--- src/rtl/dmareg_pkg.sv ---
package dmareg_pkg;
  localparam int unsigned NUM_WORDS = 5;
  localparam int unsigned CTRL_W    = 5;
  // offsets from the register-number base
  localparam int unsigned CTRL_OFS  = 0;
  localparam int unsigned WORD_OFS  = 1;
  localparam int unsigned STAT_OFS  = WORD_OFS + NUM_WORDS;

  typedef struct packed {
    logic       probe_dst;
    logic       src_io;
    logic       dst_io;
    logic [1:0] mode;
  } ctrl_t;
endpackage

--- src/rtl/dmareg_decode.sv ---
module dmareg_decode #(
  parameter logic [15:0] SEL_ADDR  = 16'hFC3B,
  parameter logic [15:0] DATA_ADDR = 16'hFD3B
) (
  input  logic [15:0] addr_i,
  input  logic        wr_i,
  input  logic        rd_i,
  output logic        sel_wr_o,
  output logic        data_wr_o,
  output logic        data_rd_o
);
  logic at_sel, at_data;
  assign at_sel    = (addr_i == SEL_ADDR);
  assign at_data   = (addr_i == DATA_ADDR);
  assign sel_wr_o  = at_sel & wr_i;
  assign data_wr_o = at_data & wr_i;
  assign data_rd_o = at_data & rd_i;
endmodule

--- src/rtl/dmareg_word16.sv ---
module dmareg_word16 (
  input  logic        clk_i,
  input  logic        rst_ni,
  input  logic        wr_i,
  input  logic        hi_i,
  input  logic [7:0]  wdata_i,
  output logic [15:0] q_o
);
  always_ff @(posedge clk_i or negedge rst_ni) begin
    if (!rst_ni)          q_o <= '0;
    else if (wr_i && hi_i)  q_o[15:8] <= wdata_i;
    else if (wr_i)          q_o[7:0]  <= wdata_i;
  end

  // a low-byte write leaves the high byte alone, and the reverse
  assert_low_keeps_high_R3: assert property (@(posedge clk_i) disable iff (!rst_ni)
    (wr_i && !hi_i) |=> (q_o[15:8] == $past(q_o[15:8])));
  assert_high_keeps_low_R3: assert property (@(posedge clk_i) disable iff (!rst_ni)
    (wr_i && hi_i) |=> (q_o[7:0] == $past(q_o[7:0])));
endmodule

--- src/rtl/dmareg_status.sv ---
module dmareg_status (
  input  logic clk_i,
  input  logic rst_ni,
  input  logic set_i,
  input  logic clr_i,
  output logic flag_o
);
  // set wins over a coincident clearing read
  always_ff @(posedge clk_i or negedge rst_ni) begin
    if (!rst_ni)     flag_o <= 1'b0;
    else if (set_i)  flag_o <= 1'b1;
    else if (clr_i)  flag_o <= 1'b0;
  end

  assert_hit_sets_R7: assert property (@(posedge clk_i) disable iff (!rst_ni)
    set_i |=> flag_o);
  assert_read_clears_R6: assert property (@(posedge clk_i) disable iff (!rst_ni)
    (clr_i && !set_i) |=> !flag_o);
  assert_holds_idle_R6: assert property (@(posedge clk_i) disable iff (!rst_ni)
    (!clr_i && !set_i) |=> $stable(flag_o));
endmodule

--- src/rtl/dmareg_port.sv ---
module dmareg_port
  import dmareg_pkg::*;
#(
  parameter logic [15:0] SEL_ADDR  = 16'hFC3B,
  parameter logic [15:0] DATA_ADDR = 16'hFD3B,
  parameter logic [7:0]  IDX_BASE  = 8'hA0
) (
  input  logic        clk_i,
  input  logic        rst_ni,
  input  logic [15:0] io_addr_i,
  input  logic [7:0]  io_wdata_i,
  input  logic        io_wr_i,
  input  logic        io_rd_i,
  output logic [7:0]  io_rdata_o,
  input  logic        probe_hit_i,
  output logic [15:0] src_addr_o,
  output logic [15:0] dst_addr_o,
  output logic [15:0] prescale_o,
  output logic [15:0] length_o,
  output logic [15:0] probe_addr_o,
  output logic [1:0]  mode_o,
  output logic        dst_is_io_o,
  output logic        src_is_io_o,
  output logic        probe_on_dst_o
);
  localparam logic [7:0] CTRL_IDX = 8'(IDX_BASE + 8'(CTRL_OFS));
  localparam logic [7:0] STAT_IDX = 8'(IDX_BASE + 8'(STAT_OFS));

  logic        sel_wr, data_wr, data_rd;
  logic [7:0]  idx_q;
  logic        hi_q;
  ctrl_t       ctrl_q;
  logic        flag;
  logic [15:0] word_q   [NUM_WORDS];
  logic [NUM_WORDS-1:0] word_sel;
  logic        ctrl_sel, stat_sel, is_word, known;
  logic [7:0]  rd_byte;

  dmareg_decode #(.SEL_ADDR(SEL_ADDR), .DATA_ADDR(DATA_ADDR)) u_dec (
    .addr_i(io_addr_i), .wr_i(io_wr_i), .rd_i(io_rd_i),
    .sel_wr_o(sel_wr), .data_wr_o(data_wr), .data_rd_o(data_rd)
  );

  always_ff @(posedge clk_i or negedge rst_ni) begin
    if (!rst_ni) begin
      idx_q <= '0;
      hi_q  <= 1'b0;
    end else if (sel_wr) begin
      idx_q <= io_wdata_i;
      hi_q  <= 1'b0;
    end else if ((data_wr || data_rd) && is_word) begin
      hi_q  <= ~hi_q;
    end
  end

  assign ctrl_sel = (idx_q == CTRL_IDX);
  assign stat_sel = (idx_q == STAT_IDX);
  assign is_word  = |word_sel;
  assign known    = ctrl_sel | stat_sel | is_word;

  for (genvar i = 0; i < NUM_WORDS; i++) begin : g_word
    localparam logic [7:0] WIDX = 8'(IDX_BASE + 8'(WORD_OFS + i));
    assign word_sel[i] = (idx_q == WIDX);
    dmareg_word16 u_word (
      .clk_i(clk_i), .rst_ni(rst_ni),
      .wr_i(data_wr && word_sel[i]), .hi_i(hi_q),
      .wdata_i(io_wdata_i), .q_o(word_q[i])
    );
  end

  always_ff @(posedge clk_i or negedge rst_ni) begin
    if (!rst_ni)                  ctrl_q <= '0;
    else if (data_wr && ctrl_sel) ctrl_q <= ctrl_t'(io_wdata_i[CTRL_W-1:0]);
  end

  dmareg_status u_stat (
    .clk_i(clk_i), .rst_ni(rst_ni),
    .set_i(probe_hit_i), .clr_i(data_rd && stat_sel),
    .flag_o(flag)
  );

  always_comb begin
    rd_byte = 8'hFF;
    if (ctrl_sel)      rd_byte = {{(8-CTRL_W){1'b0}}, ctrl_q};
    else if (stat_sel) rd_byte = {flag, 7'b0};
    else begin
      for (int i = 0; i < NUM_WORDS; i++)
        if (word_sel[i]) rd_byte = hi_q ? word_q[i][15:8] : word_q[i][7:0];
    end
  end

  assign io_rdata_o     = data_rd ? rd_byte : 8'hFF;
  assign src_addr_o     = word_q[0];
  assign dst_addr_o     = word_q[1];
  assign prescale_o     = word_q[2];
  assign length_o       = word_q[3];
  assign probe_addr_o   = word_q[4];
  assign mode_o         = ctrl_q.mode;
  assign dst_is_io_o    = ctrl_q.dst_io;
  assign src_is_io_o    = ctrl_q.src_io;
  assign probe_on_dst_o = ctrl_q.probe_dst;

  assert_sel_clears_toggle_R2: assert property (@(posedge clk_i) disable iff (!rst_ni)
    sel_wr |=> !hi_q);
  assert_toggle_flips_R4: assert property (@(posedge clk_i) disable iff (!rst_ni)
    ((data_wr || data_rd) && is_word) |=> (hi_q != $past(hi_q)));
  assert_ctrl_rsvd_zero_R5: assert property (@(posedge clk_i) disable iff (!rst_ni)
    (data_rd && ctrl_sel) |-> (io_rdata_o[7:5] == 3'b000));
  assert_unknown_reads_ff_R8: assert property (@(posedge clk_i) disable iff (!rst_ni)
    (data_rd && !known) |-> (io_rdata_o == 8'hFF));
  assert_idle_keeps_index_R9: assert property (@(posedge clk_i) disable iff (!rst_ni)
    !sel_wr |=> $stable(idx_q));
endmodule

--- config.mk ---
export PLATFORM = sky130hd
export DESIGN_NAME = dmareg_port
export DESIGN_NICKNAME = d
export VERILOG_FILES = /design/src/rtl/dmareg_pkg.sv /design/src/rtl/dmareg_decode.sv /design/src/rtl/dmareg_word16.sv /design/src/rtl/dmareg_status.sv /design/src/rtl/dmareg_port.sv
export SDC_FILE = /design/constraint.sdc
export NUM_CORES = 1
export LEC_CHECK = 0
export ABC_AREA = 1
export BUFFER_PORTS_ARGS = -buffer_cell sky130_fd_sc_hd__buf_4
export CAP_MARGIN = 30
export CORE_MARGIN = 4
export CORE_UTILIZATION = 30
export CTS_BUF_LIST = sky130_fd_sc_hd__clkbuf_4 sky130_fd_sc_hd__clkbuf_8
export DETAILED_ROUTE_END_ITERATION = 10
export SLEW_MARGIN = 20
export SYNTH_ARGS = -nofsm -noshare
export SYNTH_HDL_FRONTEND = slang
export SYNTH_SLANG_ARGS = --single-unit
--- constraint.sdc ---
create_clock -name clk_i -period 1.5 [get_ports clk_i]
set_input_delay 0.15 -clock clk_i [delete_from_list [all_inputs] [get_ports clk_i]]
set_output_delay 0.15 -clock clk_i [all_outputs]
set_load 0.005 [all_outputs]
Yosys cells after proc, flatten, opt, wreduce, memory -nomap -nowiden
Index checks and enable logic that the tools add are counted.
{ "word_totals": {"regBits": 95, "inputBits": 29, "output_inout_bits": 93, "word_cells": 74} }
{ "op_classes": {"eq_ne": 9, "muxes": 17, "bitwise": 9, "reduce_logical": 22} }
{ "op_table": {"columns": ["op", "count"], "rows": [
  ["2-to-1 mux 8 bit", 13],
  ["equality test 8 bit (second input constant)", 7],
  ["equality test 16 bit (second input constant)", 2],
  ["logical AND 1 bit", 13],
  ["AND reduction 2 bit", 5],
  ["inverter 1 bit", 6],
  ["OR reduction 5 bit", 1],
  ["2-to-1 mux 1 bit", 4],
  ["nonzero test 2 bit", 2],
  ["AND 1 bit", 3],
  ["logical OR 1 bit", 1]
]} }

Logic depth before layout (Yosys ltp)
{ "logic_depth": {"word_depth": 9, "depth_mapped": 11, "ltp_nobuf": 10} }

By module
From an unflattened synthesis, not the netlist that was laid out.
{ "unflattened": {"cells_unflattened": 687, "hier_area_um2": 5094.9} }
{ "by_module_without_submodules": {"columns": ["mod", "instances", "cells_each", "area_per_inst_um2", "seq_area_each_um2"], "rows": [
  ["dmareg_word16", 5, 70, 650.6, 400.4],
  ["dmareg_port", 1, 301, 1677.9, 350.3],
  ["dmareg_decode", 1, 31, 123.9, 0.0],
  ["dmareg_status", 1, 5, 40.0, 25.0]
]} }

Worst setup path after synthesis
OpenSTA, ideal clock, no wires.
{ "synth_timing": {"path_type": "register -> output", "start": "register idx_q[1]", "end": "output port io_rdata_o[2]", "t_arrival_ps": 1297, "slack_ps": 53, "stages_incl_launch_ff": 9, "path_buffers": 0, "cell_sequence": "dfrtp_1 > inv_1 > nand2_1 > nor2_1 > nand3_1 > nand2_1 > nor2_1 > o21ai_0 > nand2_1"} }
{ "synth_via": {"elab_chain_cells": 9, "elab_cells_between_ends": 15, "classes_between": "eq/ne: 7; mux: 8"} }
{ "synth_rtl": {"columns": ["element", "line", "source"], "rows": [
  ["start, declared", "dmareg_port.sv:30", "logic [7:0] idx_q;"],
  ["start signal, assigned", "dmareg_port.sv:49", "idx_q <= io_wdata_i;"],
  ["equality test 8 bit", "dmareg_port.sv:63", "assign word_sel[i] = (idx_q == WIDX);"],
  ["2-to-1 mux 8 bit (5 in series)", "dmareg_port.sv:88", "if (word_sel[i]) rd_byte = hi_q ? word_q[i][15:8] : word_q[i][7:0];"],
  ["2-to-1 mux 8 bit", "dmareg_port.sv:85", "else if (stat_sel) rd_byte = {flag, 7'b0};"],
  ["2-to-1 mux 8 bit (*)", "dmareg_port.sv:84", "if (ctrl_sel) rd_byte = {{(8-CTRL_W){1'b0}}, ctrl_q};"],
  ["2-to-1 mux 8 bit (*)", "dmareg_port.sv:92", "assign io_rdata_o = data_rd ? rd_byte : 8'hFF;"],
  ["end, declared", "dmareg_port.sv:14", "output logic [7:0] io_rdata_o,"]
]} }
Every way passes the cells marked *; elsewhere a longest branch is shown, timed or not.

Final worst setup path
{ "layout_timing": {"start": "register hi_q", "end": "output port io_rdata_o[3]"} }
{ "layout_via": {"elab_chain_cells": 9, "elab_cells_between_ends": 13, "classes_between": "mux: 13"} }
{ "layout_rtl": {"columns": ["element", "line", "source"], "rows": [
  ["start, declared", "dmareg_port.sv:31", "logic hi_q;"],
  ["start signal, assigned", "dmareg_port.sv:52", "hi_q <= ~hi_q;"],
  ["2-to-1 mux 8 bit (5 in series)", "dmareg_port.sv:88", null],
  ["2-to-1 mux 8 bit (*)", "dmareg_port.sv:88", null],
  ["2-to-1 mux 8 bit (*)", "dmareg_port.sv:85", null],
  ["2-to-1 mux 8 bit (*)", "dmareg_port.sv:84", null],
  ["2-to-1 mux 8 bit (*)", "dmareg_port.sv:92", null]
]} }
Marks and branches as above.

==> run metrics <==
placed instance area=6800 um^2; Die Wd=about 140 um; failing checks=setup timing; crit end category=output port; Setup-failing EPs final=61; critical path's slowest cell=dfrtp_2; via count=5525; Seq/Total Area, Yosys=between 40 and 50%; setup TNS=-8.74 ns; cell taking the most area after synthesis=dfrtp_1; routed length per placed instance=17.4 um; Syn Nets=721; Startpoint Class=register; All-Layer GR Usage=about a fifth; CP most frequent cell=nand2_1; smallest hold slack=0.120 ns; pwr/cell area=578 nW/um^2; final net count=~910; Ports=122; total core area=16800 um^2; drt pass-1 iters=5; number of port buffers=about 120; cell family with most CP delay=simple AND/OR/NAND/NOR gates; Clock Skews=0.00585 ns; Warnings, synthesis=0; Area contributors post-synth=dfrtp_1 46%, nand2_1 20%, nand4_1 11%; layout cell share with drive strength beyond 1=39.6%; largest net degree at the start of global routing=37; Die H=139 um; initial core utilization=a little under a third; CTS tree=done; transition time of the tightest slew-check pin=0.466 ns; commonest non-fill, non-tap cell in the layout=nand2_1; FP Rows=47; Final Cell Area=7600 um^2; Worst Path Max Fanout=6; initial antenna violation count=0; Max VDD drop=0.338 mV; Hold Crit Class=input pin to register; drc violations=0; Leak=4.06 nW; Avg Cell Area, Syn=around 7.5 um^2; max_cap viols=0; Gate Count Post-Synth=692; global-route wire length before repair=roughly 30 mm; Cell variety after synth=28; Critical Path, Cell by Cell=buf_6, or2_2, o21ai_1, nand2_1, nand2_2, nor2_1, nand3_1, nand2_1, buf_4; die area=19400 um^2; n_diodes=0; Yosys top cell area share=between 40% and 50%; Avg Vias per Cell=5.02; Clock Tree Buf Depth=2; most frequent cells in the layout=235 x nand2_1, 174 x buf_4, 91 x dfrtp_1; Yosys reg bits=between 90 and 100; routed wire length=around 19 mm; Worst-Skew Late Latency=0.39 ns; Clock transition at path regs=approximately 0.09 ns; endpoints failing hold=0; number of global-route vias before repair=5244; status=finished, violations left; area added between synthesis and finish=47.0%; f_max=490 MHz; max-slew violations=0; post-route worst setup slack=-0.540 ns; global placer's final weighted congestion=roughly 0.85; Critical Path RT=1.35 ns; CP peak stage delay=0.46 ns; WP buf/inv=2; drt initial violations=471; Tcrit/Tclk final=136%; relative slew slack=68.9%; Max H-tree Level=3; Critical Path AT=1.89 ns; worst slack, placed=-0.222 ns; hpwl dp=13.9 mm; clock net sink count=95; global route overflow=0; Final min period=2.04 ns; post-route ant nets=0; unrepaired setup endpoints after global routing=yes; CTS buffer count=9; netlist area before placement=about 5200 um^2; CTS root buffer=clkbuf_8; CP Class=register to output port
==> registers in the layout (all words and copies together), names as in the netlist <==
register	flops
idx_q	8
src_is_io_o	1
mode_o	2
probe_on_dst_o	1
hi_q	1
g_word.u_word.q_o	80
dst_is_io_o	1
u_stat.flag_o	1
==> per-stage QoR <==
stage | power (mW) | std cells | utilization [%]
finish | 4.39 | 1101 | 45.3
global route | 4.54 | 1101 | 45.3
CTS | 4.43 | 1095 | 43.9
detailed placement | 2.82 | 1067 | 40.6
global placement | 2.82 | 1067 | 40.6
floorplan | 2.66 | 692 | -
==> layer usage <==
layer  vias to the layer above  global-route usage [%]  part of all wire, %
li1                       2662                       -                    -
met4                         0                    7.26                  3.0
met5                         -                       0                    0
met2                       205                    30.4                   46
met1                      2623                    27.0                   45
met3                        35                    3.46                  6.1
==> kinds of logic (layout without fill, tap and decap cells) <==
kind of cell | Yosys count | after routing | share of synthesized area, %
AOI/OAI and AO/OA | 40 | 40 | 3.92
buffers and inverters | 84 | 273 | 8.11
DFF | 95 | 95 | 46.0
and+or+nand+nor | 473 | 473 | 42.0
==> worst register-to-register path: stages, from the launching register on <==
cell     delay, ns
dfrtp_1       0.40
inv_2         0.07
nand2_2       0.06
nor2_4        0.15
nand3_2       0.14
inv_4         0.12
buf_4         0.11
buf_4         0.11
buf_4         0.14
nand3_4       0.12
nand2_1       0.09
nand2_1       0.05
==> final timing paths <==
check / start / end / slack, ns / cells after the start
max: hi_q / io_rdata_o[3] / -0.54 / 9
min: io_wdata_i[7] / idx_q[7] / 0.12 / 3
max reg2reg: idx_q[4] / g_word[3].u_word.q_o[1] / -0.18 / 11
min reg2reg: g_word[1].u_word.q_o[10] / g_word[1].u_word.q_o[10] / 0.51 / 2
max in group asynchronous: rst_ni / idx_q[1] / 0.69 / 3
min in group asynchronous: rst_ni / g_word[2].u_word.q_o[1] / 0.25 / 2
==> Yosys cell counts <==
cell,count
nor2_1,54
inv_4,2
nand2_2,3
or2_2,6
o21ai_0,24
nand4_2,1
clkbuf_1,20
nor2_2,3
nor3_4,1
inv_2,6
dfrtp_1,95
clkinv_2,1
buf_6,8
buf_2,12
nor2_4,2
buf_8,1
nand2_1,279
nand3_1,22
o21ai_1,9
buf_4,3
nor3_1,2
nand3_2,9
nand3b_4,1
nand4_1,90
clkinv_1,1
o211ai_1,1
inv_1,30
a21oi_1,6
==> power by group <==
| group | internal [mW] | switching (mW) | total (mW) |
|---|---|---|---|
| clock | 0.678 | 0.940 | 1.62 |
| sequential | 2.56 | 0.0000935 | 2.56 |
| combinational | 0.0692 | 0.145 | 0.214 |
==> final cells by class <==
class / count / area, um^2
Multi-Input combinational cell: 513 / 2720
Sequential cell: 95 / 2380
Inverter: 40 / 168
Fill cell: 1680 / 9160
Clock inverter: 4 / 22.5
Timing Repair Buffer: 217 / 1880
Clock buffer: 12 / 153
Tap cell: 220 / 275
==> what timing repair did <==
action / 4_1_cts / 5_1_grt
cloned: 1 / 0
setup endpoints to repair: 93 / 93
buffers inserted: 9 / 7
hold endpoints to repair: 30 / 0
hold buffers: 2 / 0
resized for setup: 83 / 66
pin swaps: 34 / 28
Power figures use the tool's default switching activity.
